**src/rtl/flash_cmd_pkg.sv**
```systemverilog
package flash_cmd_pkg;

  typedef enum logic [2:0] {
    MD_READ        = 3'd0,
    MD_IDENT       = 3'd1,
    MD_ERS_SETUP   = 3'd2,
    MD_ERASING     = 3'd3,
    MD_ERS_VERIFY  = 3'd4,
    MD_PRG_SETUP   = 3'd5,
    MD_PROGRAMMING = 3'd6,
    MD_PRG_VERIFY  = 3'd7
  } fc_mode_e;

  typedef enum logic [2:0] {
    OP_NONE,
    OP_READ,
    OP_IDENT,
    OP_ERASE,
    OP_ERS_VFY,
    OP_PROGRAM,
    OP_PRG_VFY,
    OP_RESET
  } fc_op_e;

  localparam logic [7:0] CMD_READ    = 8'h00;
  localparam logic [7:0] CMD_IDENT   = 8'h90;
  localparam logic [7:0] CMD_ERASE   = 8'h20;
  localparam logic [7:0] CMD_ERS_VFY = 8'hA0;
  localparam logic [7:0] CMD_PROGRAM = 8'h40;
  localparam logic [7:0] CMD_PRG_VFY = 8'hC0;

endpackage

```
**src/rtl/fc_bus_sync.sv**
```systemverilog
module fc_bus_sync #(
  parameter int           W       = 1,
  parameter int           STAGES  = 2,
  parameter logic [W-1:0] RST_VAL = '0
) (
  input  logic         clk,
  input  logic         rst_n,
  input  logic [W-1:0] d,
  output logic [W-1:0] q
);

  logic [W-1:0] stg [STAGES];

  for (genvar i = 0; i < STAGES; i++) begin : g_stage
    if (i == 0) begin : g_first
      always_ff @(posedge clk or negedge rst_n) begin
        if (!rst_n) stg[i] <= RST_VAL;
        else        stg[i] <= d;
      end
    end else begin : g_next
      always_ff @(posedge clk or negedge rst_n) begin
        if (!rst_n) stg[i] <= RST_VAL;
        else        stg[i] <= stg[i-1];
      end
    end
  end

  assign q = stg[STAGES-1];

endmodule

```
**src/rtl/fc_cmd_decode.sv**
```systemverilog
module fc_cmd_decode
  import flash_cmd_pkg::*;
#(
  parameter int DATA_W = 16
) (
  input  logic [DATA_W-1:0] word,
  output fc_op_e            op
);

  logic [7:0] low_byte;
  assign low_byte = word[7:0];

  always_comb begin
    if (&word) begin
      op = OP_RESET;
    end else begin
      unique case (low_byte)
        CMD_READ:    op = OP_READ;
        CMD_IDENT:   op = OP_IDENT;
        CMD_ERASE:   op = OP_ERASE;
        CMD_ERS_VFY: op = OP_ERS_VFY;
        CMD_PROGRAM: op = OP_PROGRAM;
        CMD_PRG_VFY: op = OP_PRG_VFY;
        default:     op = OP_NONE;
      endcase
    end
  end

endmodule

```
**src/rtl/fc_mode_fsm.sv**
```systemverilog
module fc_mode_fsm
  import flash_cmd_pkg::*;
#(
  parameter int ADDR_W = 16,
  parameter int DATA_W = 16
) (
  input  logic              clk,
  input  logic              rst_n,
  input  logic              wr_stb,
  input  fc_op_e            op,
  input  logic [ADDR_W-1:0] wr_addr,
  input  logic [DATA_W-1:0] wr_data,
  output fc_mode_e          mode,
  output logic [ADDR_W-1:0] vfy_addr,
  output logic [ADDR_W-1:0] prog_addr,
  output logic [DATA_W-1:0] prog_data
);

  fc_mode_e          mode_q, mode_d;
  logic              pend_q, pend_d;
  logic              ld_vfy, ld_prog;
  logic [ADDR_W-1:0] vfy_addr_q, prog_addr_q;
  logic [DATA_W-1:0] prog_data_q;

  always_comb begin
    mode_d  = mode_q;
    pend_d  = pend_q;
    ld_vfy  = 1'b0;
    ld_prog = 1'b0;
    if (wr_stb) begin
      if (mode_q == MD_PRG_SETUP) begin
        mode_d  = MD_PROGRAMMING;
        ld_prog = 1'b1;
        pend_d  = 1'b0;
      end else if (op == OP_RESET) begin
        if (pend_q) begin
          mode_d = MD_READ;
          pend_d = 1'b0;
        end else begin
          pend_d = 1'b1;
        end
      end else begin
        pend_d = 1'b0;
        if (mode_q == MD_ERS_SETUP) begin
          mode_d = (op == OP_ERASE) ? MD_ERASING : MD_READ;
        end else begin
          case (op)
            OP_READ:    mode_d = MD_READ;
            OP_IDENT:   mode_d = MD_IDENT;
            OP_ERASE:   mode_d = MD_ERS_SETUP;
            OP_ERS_VFY: begin
              mode_d = MD_ERS_VERIFY;
              ld_vfy = 1'b1;
            end
            OP_PROGRAM: mode_d = MD_PRG_SETUP;
            OP_PRG_VFY: mode_d = MD_PRG_VERIFY;
            default:    mode_d = mode_q;
          endcase
        end
      end
    end
  end

  always_ff @(posedge clk or negedge rst_n) begin
    if (!rst_n) begin
      mode_q <= MD_READ;
      pend_q <= 1'b0;
    end else begin
      mode_q <= mode_d;
      pend_q <= pend_d;
    end
  end

  always_ff @(posedge clk or negedge rst_n) begin
    if (!rst_n) begin
      vfy_addr_q <= '0;
    end else if (ld_vfy) begin
      vfy_addr_q <= wr_addr;
    end
  end

  always_ff @(posedge clk or negedge rst_n) begin
    if (!rst_n) begin
      prog_addr_q <= '0;
      prog_data_q <= '0;
    end else if (ld_prog) begin
      prog_addr_q <= wr_addr;
      prog_data_q <= wr_data;
    end
  end

  assign mode      = mode_q;
  assign vfy_addr  = vfy_addr_q;
  assign prog_addr = prog_addr_q;
  assign prog_data = prog_data_q;

  AST_NO_WRITE_HOLD: assert property (@(posedge clk) disable iff (!rst_n)
    !wr_stb |=> $stable(mode_q)) else $error("mode moved without a write");

  AST_ERASE_START: assert property (@(posedge clk) disable iff (!rst_n)
    (wr_stb && mode_q == MD_ERS_SETUP && op == OP_ERASE) |=> (mode_q == MD_ERASING))
    else $error("erase confirm did not start erase");

  AST_ERASE_STOP: assert property (@(posedge clk) disable iff (!rst_n)
    (wr_stb && mode_q == MD_ERASING && op == OP_ERS_VFY)
      |=> (mode_q == MD_ERS_VERIFY && vfy_addr_q == $past(wr_addr)))
    else $error("erase verify did not stop erase");

  AST_PRG_LATCH: assert property (@(posedge clk) disable iff (!rst_n)
    (wr_stb && mode_q == MD_PRG_SETUP)
      |=> (mode_q == MD_PROGRAMMING && prog_addr_q == $past(wr_addr)
           && prog_data_q == $past(wr_data)))
    else $error("program write not latched");

  AST_PRG_STOP: assert property (@(posedge clk) disable iff (!rst_n)
    (wr_stb && mode_q == MD_PROGRAMMING && op == OP_PRG_VFY) |=> (mode_q == MD_PRG_VERIFY))
    else $error("program verify did not stop program");

  AST_RESET_PAIR: assert property (@(posedge clk) disable iff (!rst_n)
    (wr_stb && pend_q && op == OP_RESET && mode_q != MD_PRG_SETUP) |=> (mode_q == MD_READ))
    else $error("reset pair did not return to read");

  AST_UNKNOWN_HOLD: assert property (@(posedge clk) disable iff (!rst_n)
    (wr_stb && op == OP_NONE && mode_q != MD_PRG_SETUP && mode_q != MD_ERS_SETUP)
      |=> $stable(mode_q))
    else $error("unknown command changed mode");

endmodule

```
**src/rtl/fc_read_path.sv**
```systemverilog
module fc_read_path
  import flash_cmd_pkg::*;
#(
  parameter int                ADDR_W   = 16,
  parameter int                DATA_W   = 16,
  parameter logic [DATA_W-1:0] MFR_CODE = 16'h0020,
  parameter logic [DATA_W-1:0] DEV_CODE = 16'h0050
) (
  input  fc_mode_e          mode,
  input  logic [ADDR_W-1:0] bus_addr,
  input  logic [ADDR_W-1:0] vfy_addr,
  input  logic [ADDR_W-1:0] prog_addr,
  input  logic [DATA_W-1:0] arr_rdata,
  output logic [ADDR_W-1:0] rd_addr,
  output logic [DATA_W-1:0] rd_data,
  output logic              margin_rd
);

  always_comb begin
    rd_addr   = bus_addr;
    margin_rd = 1'b0;
    case (mode)
      MD_ERS_VERIFY: begin
        rd_addr   = vfy_addr;
        margin_rd = 1'b1;
      end
      MD_PRG_VERIFY: begin
        rd_addr   = prog_addr;
        margin_rd = 1'b1;
      end
      default: ;
    endcase
  end

  always_comb begin
    if (mode == MD_IDENT) rd_data = bus_addr[0] ? DEV_CODE : MFR_CODE;
    else                  rd_data = arr_rdata;
  end

endmodule

```
**src/rtl/flash_cmd_ctrl.sv**
```systemverilog
module flash_cmd_ctrl
  import flash_cmd_pkg::*;
#(
  parameter int ADDR_W      = 16,
  parameter int DATA_W      = 16,
  parameter int SYNC_STAGES = 2
) (
  input  logic              clk,
  input  logic              rst_n,
  input  logic              ce_n,
  input  logic              we_n,
  input  logic              oe_n,
  input  logic [ADDR_W-1:0] addr,
  input  logic [DATA_W-1:0] din,
  input  logic [DATA_W-1:0] arr_rdata,
  output logic [2:0]        mode,
  output logic              erase_busy,
  output logic              prog_busy,
  output logic              margin_rd,
  output logic [ADDR_W-1:0] prog_addr,
  output logic [DATA_W-1:0] prog_data,
  output logic [ADDR_W-1:0] rd_addr,
  output logic [DATA_W-1:0] rd_data
);

  localparam int BUS_W = ADDR_W + DATA_W;

  // Reset: asserted asynchronously, released on a clock edge.
  logic [1:0] rst_pipe;
  logic       rst_int_n;

  always_ff @(posedge clk or negedge rst_n) begin
    if (!rst_n) rst_pipe <= 2'b00;
    else        rst_pipe <= {rst_pipe[0], 1'b1};
  end
  assign rst_int_n = rst_pipe[1];

  // Strobe and bus synchronisers.
  logic [2:0]       strb_s;
  logic [BUS_W-1:0] bus_s;
  logic             ce_s_n, we_s_n, oe_s_n;
  logic [ADDR_W-1:0] addr_s;
  logic [DATA_W-1:0] din_s;

  fc_bus_sync #(.W(3), .STAGES(SYNC_STAGES), .RST_VAL(3'b111)) u_strb_sync (
    .clk   (clk),
    .rst_n (rst_int_n),
    .d     ({ce_n, we_n, oe_n}),
    .q     (strb_s)
  );

  fc_bus_sync #(.W(BUS_W), .STAGES(SYNC_STAGES), .RST_VAL('0)) u_bus_sync (
    .clk   (clk),
    .rst_n (rst_int_n),
    .d     ({addr, din}),
    .q     (bus_s)
  );

  assign {ce_s_n, we_s_n, oe_s_n} = strb_s;
  assign {addr_s, din_s}          = bus_s;

  // Write-enable rising edge detection.
  logic we_prev_n;
  logic wr_stb;

  always_ff @(posedge clk or negedge rst_int_n) begin
    if (!rst_int_n) we_prev_n <= 1'b1;
    else            we_prev_n <= we_s_n;
  end

  always_comb begin
    wr_stb = we_s_n && !we_prev_n && !ce_s_n && oe_s_n;
  end

  fc_op_e            op;
  fc_mode_e          mode_i;
  logic [ADDR_W-1:0] vfy_addr;

  fc_cmd_decode #(.DATA_W(DATA_W)) u_dec (
    .word (din_s),
    .op   (op)
  );

  fc_mode_fsm #(.ADDR_W(ADDR_W), .DATA_W(DATA_W)) u_fsm (
    .clk       (clk),
    .rst_n     (rst_int_n),
    .wr_stb    (wr_stb),
    .op        (op),
    .wr_addr   (addr_s),
    .wr_data   (din_s),
    .mode      (mode_i),
    .vfy_addr  (vfy_addr),
    .prog_addr (prog_addr),
    .prog_data (prog_data)
  );

  fc_read_path #(.ADDR_W(ADDR_W), .DATA_W(DATA_W)) u_rd (
    .mode      (mode_i),
    .bus_addr  (addr_s),
    .vfy_addr  (vfy_addr),
    .prog_addr (prog_addr),
    .arr_rdata (arr_rdata),
    .rd_addr   (rd_addr),
    .rd_data   (rd_data),
    .margin_rd (margin_rd)
  );

  assign mode       = mode_i;
  assign erase_busy = (mode_i == MD_ERASING);
  assign prog_busy  = (mode_i == MD_PROGRAMMING);

  AST_RESET_IDLE: assert property (@(posedge clk)
    !rst_int_n |=> (mode == 3'd0 && !erase_busy && !prog_busy))
    else $error("not idle after reset");

endmodule

```
**config.mk**
```make
export PLATFORM = sky130hd
export DESIGN_NAME = flash_cmd_ctrl
export DESIGN_NICKNAME = d
export VERILOG_FILES = /design/src/rtl/flash_cmd_pkg.sv /design/src/rtl/fc_bus_sync.sv /design/src/rtl/fc_cmd_decode.sv /design/src/rtl/fc_mode_fsm.sv /design/src/rtl/fc_read_path.sv /design/src/rtl/flash_cmd_ctrl.sv
export SDC_FILE = /design/constraint.sdc
export NUM_CORES = 1
export LEC_CHECK = 0
export BUFFER_PORTS_ARGS = -buffer_cell sky130_fd_sc_hd__buf_2
export CAP_MARGIN = 20
export CORE_ASPECT_RATIO = 0.7
export CORE_MARGIN = 4
export CORE_UTILIZATION = 53
export DETAILED_ROUTE_END_ITERATION = 10
export PLACE_DENSITY = 0.85
export REMOVE_ABC_BUFFERS = 1
export SYNTH_ARGS = -nofsm -noshare
export SYNTH_HDL_FRONTEND = slang
export SYNTH_HIERARCHICAL = 1
export SYNTH_SLANG_ARGS = --single-unit
```
**constraint.sdc**
```tcl
create_clock -name clk -period 4.6 [get_ports clk]
set_input_delay 0.92 -clock clk [delete_from_list [all_inputs] [get_ports clk]]
set_output_delay 0.92 -clock clk [all_outputs]
set_load 0.02 [all_outputs]
```
Word-level counts from Yosys, hierarchy flattened. Index checks and enable logic that the tools add are counted.

Word-level logic and storage cells: 63. Output and inout bits: 70. Bits in registers: 125. Input bits: 53.

Multiplexer cells: 22. Eq/ne operators: 20. Reduce and logical (&&, ||, !) cells: 10.

Operators by type and width (number): $pmux 3 s6 (2); $pmux 16 s2 (1); $eq 3x3->1 const B (8); $eq 8x8->1 const B (3); $mux 16 (1); $reduce_and 16->1 (1); $mux 3 (5); $eq 3x2->1 const B (4); $mux 1 (11); $reduce_bool 9->1 (1); $eq 8x6->1 const B (1); $eq 8x7->1 const B (1); $logic_not 8->1 (1); $mux 7 (1); $eq 3x1->1 const B (2); $logic_and 1x1->1 (3); $ne 3x1->1 const B (1); $reduce_and 3->1 (1); $logic_not 1->1 (2); $mux 2 (1); $reduce_or 2->1 (1).

Depth between registers and ports, before layout. Gate-level depths: netlist of run 1.

Word-level depth: 9. Depth in mapped cells: 10. Gate-level depth less buffers: 7.

Modules after synthesis. Netlist of run 1, hierarchy kept.

By module, submodules not included: fc_mode_fsm (seq. area each 1301.2 µm², cells an instance 138, area an instance 2142.1 µm², instances 1); fc_bus_sync (u_bus_sync) (seq. area each 1601.5 µm², cells an instance 96, area an instance 1841.8 µm², instances 1); fc_read_path (seq. area each 0.0 µm², cells an instance 60, area an instance 501.7 µm², instances 1); fc_bus_sync (u_strb_sync) (seq. area each 157.7 µm², cells an instance 9, area an instance 180.2 µm², instances 1); fc_cmd_decode (seq. area each 0.0 µm², cells an instance 17, area an instance 135.1 µm², instances 1); flash_cmd_ctrl (seq. area each 76.3 µm², cells an instance 7, area an instance 110.1 µm², instances 1).

Worst setup path after synthesis of run 1. OpenSTA, ideal clock, no wires.

Path type: reg-to-output. From: register u_fsm.mode_q[2], in the netlist u_fsm/mode[2]. To: output rd_data[5]. Arrival time: 1730 ps. Setup slack: 1950 ps. Path buffers: 2. Required time: 3680 ps. Cell stages (with the launch flop): 5. Cell sequence: dfrtp_1 -> buf_2 -> nor3b_2 -> buf_4 -> mux2i_1.

Cells in the longest elaborated chain, start to end: 2.

Ends and longest elaborated chain: from (decl) (RTL line fc_mode_fsm.sv:19) `fc_mode_e mode_q, mode_d;`; from (signal assigned) (RTL line fc_mode_fsm.sv:69) `mode_q <= mode_d;`; $eq 3x1->1 (RTL line fc_read_path.sv:36) `if (mode == MD_IDENT) rd_data = bus_addr[0] ? DEV_CODE : MFR_CODE;`; $mux 16 (RTL line fc_read_path.sv:36); to (decl) (RTL line flash_cmd_ctrl.sv:23) `output logic [DATA_W-1:0] rd_data`.

Every way passes these cells.

Worst setup path after layout of run 1.
From: register u_fsm.mode_q[0], in the netlist u_fsm/mode[0]. To: output rd_addr[12].

Cells in the longest elaborated chain, start to end: 2. Elaborated cells on any way between the ends: 3. Classes of those cells: 2 x eq/ne; 1 x mux.

Ends and longest elaborated chain: $eq 3x3->1 (RTL line fc_read_path.sv:22) `case (mode)`; $pmux 16 s2 * (RTL line fc_read_path.sv:22); to (decl) (RTL line flash_cmd_ctrl.sv:22) `output logic [ADDR_W-1:0] rd_addr,`.

Every way passes the cells marked *; elsewhere a longest branch is shown, timed or not.

==> results of run 1 <==
## power breakdown
part	internal (W)	switching (W)	leakage, nW
logic	0.0000736	0.0000977	1.18
registers	0.00114	0.0000301	1.57
clock network	0.000817	0.000513	0.299
total	0.00203	0.000641	3.04
## flip-flops by register name (all words and copies together) (netlist names)
signal / cells
u_fsm/vfy_addr: 16
u_fsm/mode: 3
u_fsm/pend_q: 1
u_strb_sync/stg: 3
rst_pipe: 2
u_strb_sync/q: 3
u_bus_sync/q: 32
we_prev_n: 1
u_fsm/prog_addr: 16
u_fsm/prog_data: 16
u_bus_sync/stg: 32
## synth_stat cells (all sizes together), types with 4 or more instances
master,n
buf,44
dfstp,7
nand2,6
a2bb2oi,16
dfrtp,118
nor2b,13
nand4,4
mux2,52
nor2,4
o22ai,16
## area by class of cell
| cell class | count | share of cell area, % |
|---|---|---|
| clock buffer | 17 | 7.12 |
| inverter | 2 | 0.126 |
| multi-input combinational | 153 | 23.6 |
| sequential | 125 | 52.6 |
| antenna | 1 | 0.0419 |
| clock inverter | 15 | 2.97 |
| timing repair buffer | 126 | 10.9 |
| tap | 124 | 2.60 |
## per-stage QoR
step / hold WS, ps / std cells / worst slack, ps / utilization, % / instance area (sq um)
after detailed placement: 335 / 529 / 1530 / 59.2 / 5350
after global placement: 332 / 529 / 1700 / 59.2 / 5350
after floorplan: 331 / 280 / 872 / - / 4560
final: 292 / 563 / 1060 / 66.1 / 5970
after CTS: 277 / 561 / 1050 / 65.9 / 5950
after global routing: 268 / 562 / 862 / 66.1 / 5970
## cells by family after synthesis
kind of cell	share of synthesized area (%)
mux	13.3
simple gates	7.31
buf+inv	7.39
flops	63.9
other cells	0.0764
compound gates	8.05
## worst paths after layout
kind,from,end,cells after the start
setup reg to reg,u_bus_sync/q[1]$_DFF_PN0_,u_fsm/vfy_addr[5]$_DFFE_PN0P_,6
hold / removal,rst_n,rst_pipe[1]$_DFF_PN0_,1
hold reg to reg,rst_pipe[1]$_DFF_PN0_,u_fsm/vfy_addr[1]$_DFFE_PN0P_,0
min in group clk,u_bus_sync/stg[39]$_DFF_PN0_,u_bus_sync/q[7]$_DFF_PN0_,0
setup / recovery,u_fsm/mode[0]$_DFFE_PN0P_,rd_addr[12],4
max in group asynchronous,rst_pipe[1]$_DFF_PN0_,u_strb_sync/q[0]$_DFF_PN1_,2
## layer usage
metal  share of wire [%]  global-route usage (%)  routed length [um]
met5                   0                       0                   0
met2                  48                    29.6                4570
met3                 8.1                    7.28                 777
met1                  43                    23.2                4130
met4                0.80                    6.83                  76
## placed cells by master (no fill, tap or decap), types with 3 or more instances in the layout
master,n
buf_4,3
buf_2,122
mux2_4,10
dfstp_2,7
clkbuf_16,17
mux2i_1,3
inv_8,3
a2bb2oi_2,9
nand3b_1,3
a2bb2oi_1,7
nand2_1,6
a21oi_1,3
dfrtp_1,117
o22ai_1,16
mux2_2,40
clkinv_4,5
nor2b_1,13
inv_6,4
nor2_1,3
nand4_1,4
o21ai_0,3
==> metrics.cfg, run 1 <==
[outcome]
outcome=finished, final reports clean

[sta]
rsz0062_at_grt=false
fmax_mhz=282
hold_viol=0
fin_crit_ps=3540
fin_tns_setup_ps=0
timing.final.crit_share_pct=77.0
setup_violations=0
finalMaxSlewViolations=0
worst_slew_pin_slew_ps=963
max_slew_margin_pct=35.8
finClkSkew_ps=5.95

[routing]
viasPerCell=5.18
antenna_left=0
first_pass_iters=4
vias=2919
first_iter_violations=166
totalWireLength_mm=9.55
drc=0
wl_per_cell_um=17.0

[critical_path]
end_kind=primary output
r2r_slack_ps=1630
slowest_stage=a21boi_4
crit_required_ps=3680
worstSetupPathType=reg -> out
start_kind=flop
cp.arrival_ps=2620
path_cells=nand2_1, a21boi_4, a2bb2oi_1, buf_2
path_delay_family=compound AO/OA/AOI/OAI gates
critPathMaxStageDelay_ps=730
worst-path-buf-inv=1
path_max_fanout=17

[power_and_ir_drop]
vdd_drop_max_mv=0.379
p_leak_nw=3.04
finalPower_w=0.00267
p_per_area_nw_per_um2=447

[clocking]
cts.sinks=125
post_cts_resize_count=0
clk_latency_ps=410
cts_buffer_depth=2
cts_root_buf=clkbuf_16
htreeDepth=4
cts_hold_buffers=0
cts_setup_buffers=0
path_clk_slew_ps=60
numCtsBuffers=17
cts_tree=yes

[synth]
synth_edf_count=0
seq_area_frac_synth_pct=63.9
syn_inst=327
ys_warn_count=6
yosys.area.top_type_share_pct=60.1
async_flop_share_pct=100
ys.flop_type=dfrtp_1
synth_area_leaders=dfrtp_1, mux2_2, buf_4
ys_ff_latch=125
ys_types=46
avgSynthCellArea_sq_um=15.0
syn-cell-area_sq_um=4910
synth_top_area_cell=dfrtp_1

[hold_path]
hp-class=in -> async

[global_route]
grt.total_usage_pct=18.5
antenna_found_initial=0
grt_first_pass_wirelength_mm=15.0
grt_pass1_vias=2995
gr-total-overflow=0
grt_max_degree=86

[final_layout]
final_nets=478
fillers=667
multi_input_area_sq_um=1410
drive_gt1_share_pct=53.4
regArea_sq_um=3140
syn2layout_area_growth_pct=21.6

[placement]
gp_congestion=0.758
numPortBuffers=122
place_hpwl_mm=6.59

[die]
die-width_um=123
row_count=29
die_y_um=88.5
start_util_pct=54.4
fp.coreArea_sq_um=9030
io_pins=123
dieArea_sq_um=10900

[flow_run]
cap_violations=0

(Power assumes the default switching activity.)
==> inputs of run 2 (changes only) <==
--- a/config.mk
+++ b/config.mk
@@ -9,9 +9,9 @@
 export CAP_MARGIN = 20
 export CORE_ASPECT_RATIO = 0.7
 export CORE_MARGIN = 4
-export CORE_UTILIZATION = 53
+export CORE_UTILIZATION = 48
 export DETAILED_ROUTE_END_ITERATION = 10
-export PLACE_DENSITY = 0.85
+export PLACE_DENSITY = 0.81
 export REMOVE_ABC_BUFFERS = 1
 export SYNTH_ARGS = -nofsm -noshare
 export SYNTH_HDL_FRONTEND = slang
==> constraint.sdc (replaced) <==
create_clock -name clk -period 3.1 [get_ports clk]
set_input_delay 0.62 -clock clk [delete_from_list [all_inputs] [get_ports clk]]
set_output_delay 0.62 -clock clk [all_outputs]
set_load 0.02 [all_outputs]
==> run 2 against run 1 <==
Against the previous run:
- design area grew 1.7%
- setup slack worse by 800 ps
- total power increased by 56%
- clock skew increased by 6.3 ps
- sequential share of layout area decreased by 0.89 points
- via count grew 1.4%
- combinational power up 46%
- critical path type unchanged
- critical endpoint is now rd_addr[11]
==> metrics.cfg, run 2 (synthesized netlist as in run 1, its figures left out) <==
[final_layout]
final_cell_mix=buf_2, dfrtp_1, mux2_2, clkbuf_16, o22ai_1
final_nets=483
layout_commonest_cell=buf_2
fillers=745
regArea_sq_um=3140
syn2layout_area_growth_pct=23.7
fin_cells=571
antenna_cells=0
multi_input_area_sq_um=1410
drive_gt1_share_pct=53.5

[power_and_ir_drop]
p_per_area_nw_per_um2=686
p_leak_nw=3.09
vdd_drop_max_mv=0.423
finalPower_w=0.00417

[global_route]
antenna_found_initial=0
grt_max_degree=64
gr-total-overflow=0
grt.total_usage_pct=17.1
grt_first_pass_wirelength_mm=15.7
grt_pass1_vias=3220

[critical_path]
cp.arrival_ps=2220
crit_required_ps=2480
path_max_fanout=17
start_kind=flop
r2r_slack_ps=580
end_kind=primary output
worstSetupPathType=reg -> out
path_cells=or2_1, a21boi_4, a2bb2oi_1, buf_2
critPathMaxStageDelay_ps=590
slowest_stage=a21boi_4

[clocking]
cts_tree=yes
cts.sinks=125
cts_root_buf=clkbuf_16
cts_buffer_depth=2
path_clk_slew_ps=60
htreeDepth=4
numCtsBuffers=17
clk_latency_ps=400
cts_setup_buffers=0

[routing]
totalWireLength_mm=9.83
viasPerCell=5.18
wl_per_cell_um=17.2
first_pass_iters=4
antenna_left=0
first_iter_violations=158
vias=2959
drc=0

[sta]
worst_slew_pin_slew_ps=794
fin_crit_ps=2840
hold_viol=0
fin_tns_setup_ps=0
max_slew_margin_pct=47.0
finalMaxSlewViolations=0
finClkSkew_ps=12.2
fmax_mhz=352
setup_violations=0
rsz0062_at_grt=false
timing.final.crit_share_pct=91.7
whs_ps=323

[placement]
numPortBuffers=122
dp_cells=538
place_hpwl_mm=6.77
gp_congestion=0.780

[hold_path]
hp-class=in -> reg

[flow_run]
cap_violations=0

[die]
dieArea_sq_um=11900
row_count=30
fp.coreArea_sq_um=9830
start_util_pct=49.9
die_y_um=92.6
die-width_um=129
io_pins=123

[outcome]
outcome=finished, final reports clean

[run 2: cell count changes in the layout (fill, tap and decap cells not counted)]
cell / previous run / this run
clkinvlp_4: 0 / 1
clkinv_4: 5 / 3
clkbuf_1: 0 / 1
diode_2: 1 / 0
inv_8: 3 / 0
bufinv_16: 2 / 5
dlygate4sd3_1: 0 / 1
buf_4: 3 / 7
inv_6: 4 / 2
clkbuf_8: 0 / 2
[run 2: what timing repair did]
| action | CTS | global route |
|---|---|---|
| endpoints found under the setup margin | 0 | 0 |
| hold buffers | 1 | 0 |
| resized for setup | 0 | 0 |
| hold endpoints to repair | 2 | 0 |
[run 2: cell type report]
| class | instances | area share (%) |
|---|---|---|
| flip-flops and latches | 125 | 51.7 |
| multi-input cells | 153 | 23.2 |
| repair buffers | 131 | 11.4 |
| clock buffers | 20 | 7.52 |
| clock inverters | 12 | 3.40 |
| well taps | 128 | 2.64 |
| inverters | 2 | 0.124 |
[run 2: power by group]
part	total (W)	switching (W)	leakage [nW]	internal [W]
clock network	0.00218	0.000700	0.321	0.00148
registers	0.00174	0.0000505	1.57	0.00169
logic	0.000250	0.000140	1.20	0.000109
total	0.00417	0.000891	3.09	0.00328
[run 2: critical path: cells and delay by family (launching register included)]
family                 cells  cell delay, ps
buffers and inverters      1             190
AO/OA/AOI/OAI              2             810
AND/OR/NAND/NOR            1             320
flip-flops                 1             500
[run 2: path summary, 6_finish.rpt]
path | end | cells past startpoint | start
worst max-delay path | rd_addr[11] | 4 | u_fsm/mode[1]$_DFFE_PN0P_
worst min register to register | u_bus_sync/q[18]$_DFF_PN0_ | 0 | u_bus_sync/stg[50]$_DFF_PN0_
max in group asynchronous | u_strb_sync/stg[4]$_DFF_PN1_ | 1 | rst_pipe[1]$_DFF_PN0_
worst min-delay path | u_bus_sync/stg[53]$_DFF_PN0_ | 1 | addr[5]
worst max register to register | u_fsm/vfy_addr[3]$_DFFE_PN0P_ | 7 | u_bus_sync/q[0]$_DFF_PN0_
min in group asynchronous | u_fsm/prog_addr[9]$_DFFE_PN0P_ | 0 | rst_pipe[1]$_DFF_PN0_
[run 2: metal layers]
layer / up-vias / wire length (um) / share of wire [%] / global-route usage, %
met4: 0 / 178 / 1.8 / 6.91
met1: 1505 / 4210 / 43 / 21.4
met5: - / 0 / 0 / 0
met3: 17 / 719 / 7.3 / 6.11
met2: 102 / 4720 / 48 / 27.1
li1: 1335 / - / - / -
[run 2: metrics by stage]
stage                     util, %  cell area (sq um)  setup WS (ps)
after global placement       54.9               5400            685
after global routing         61.8               6080            169
after floorplan                 -               4560           -628
final                        61.8               6080            257
after detailed placement     54.9               5400            600
after CTS                    61.8               6080            265
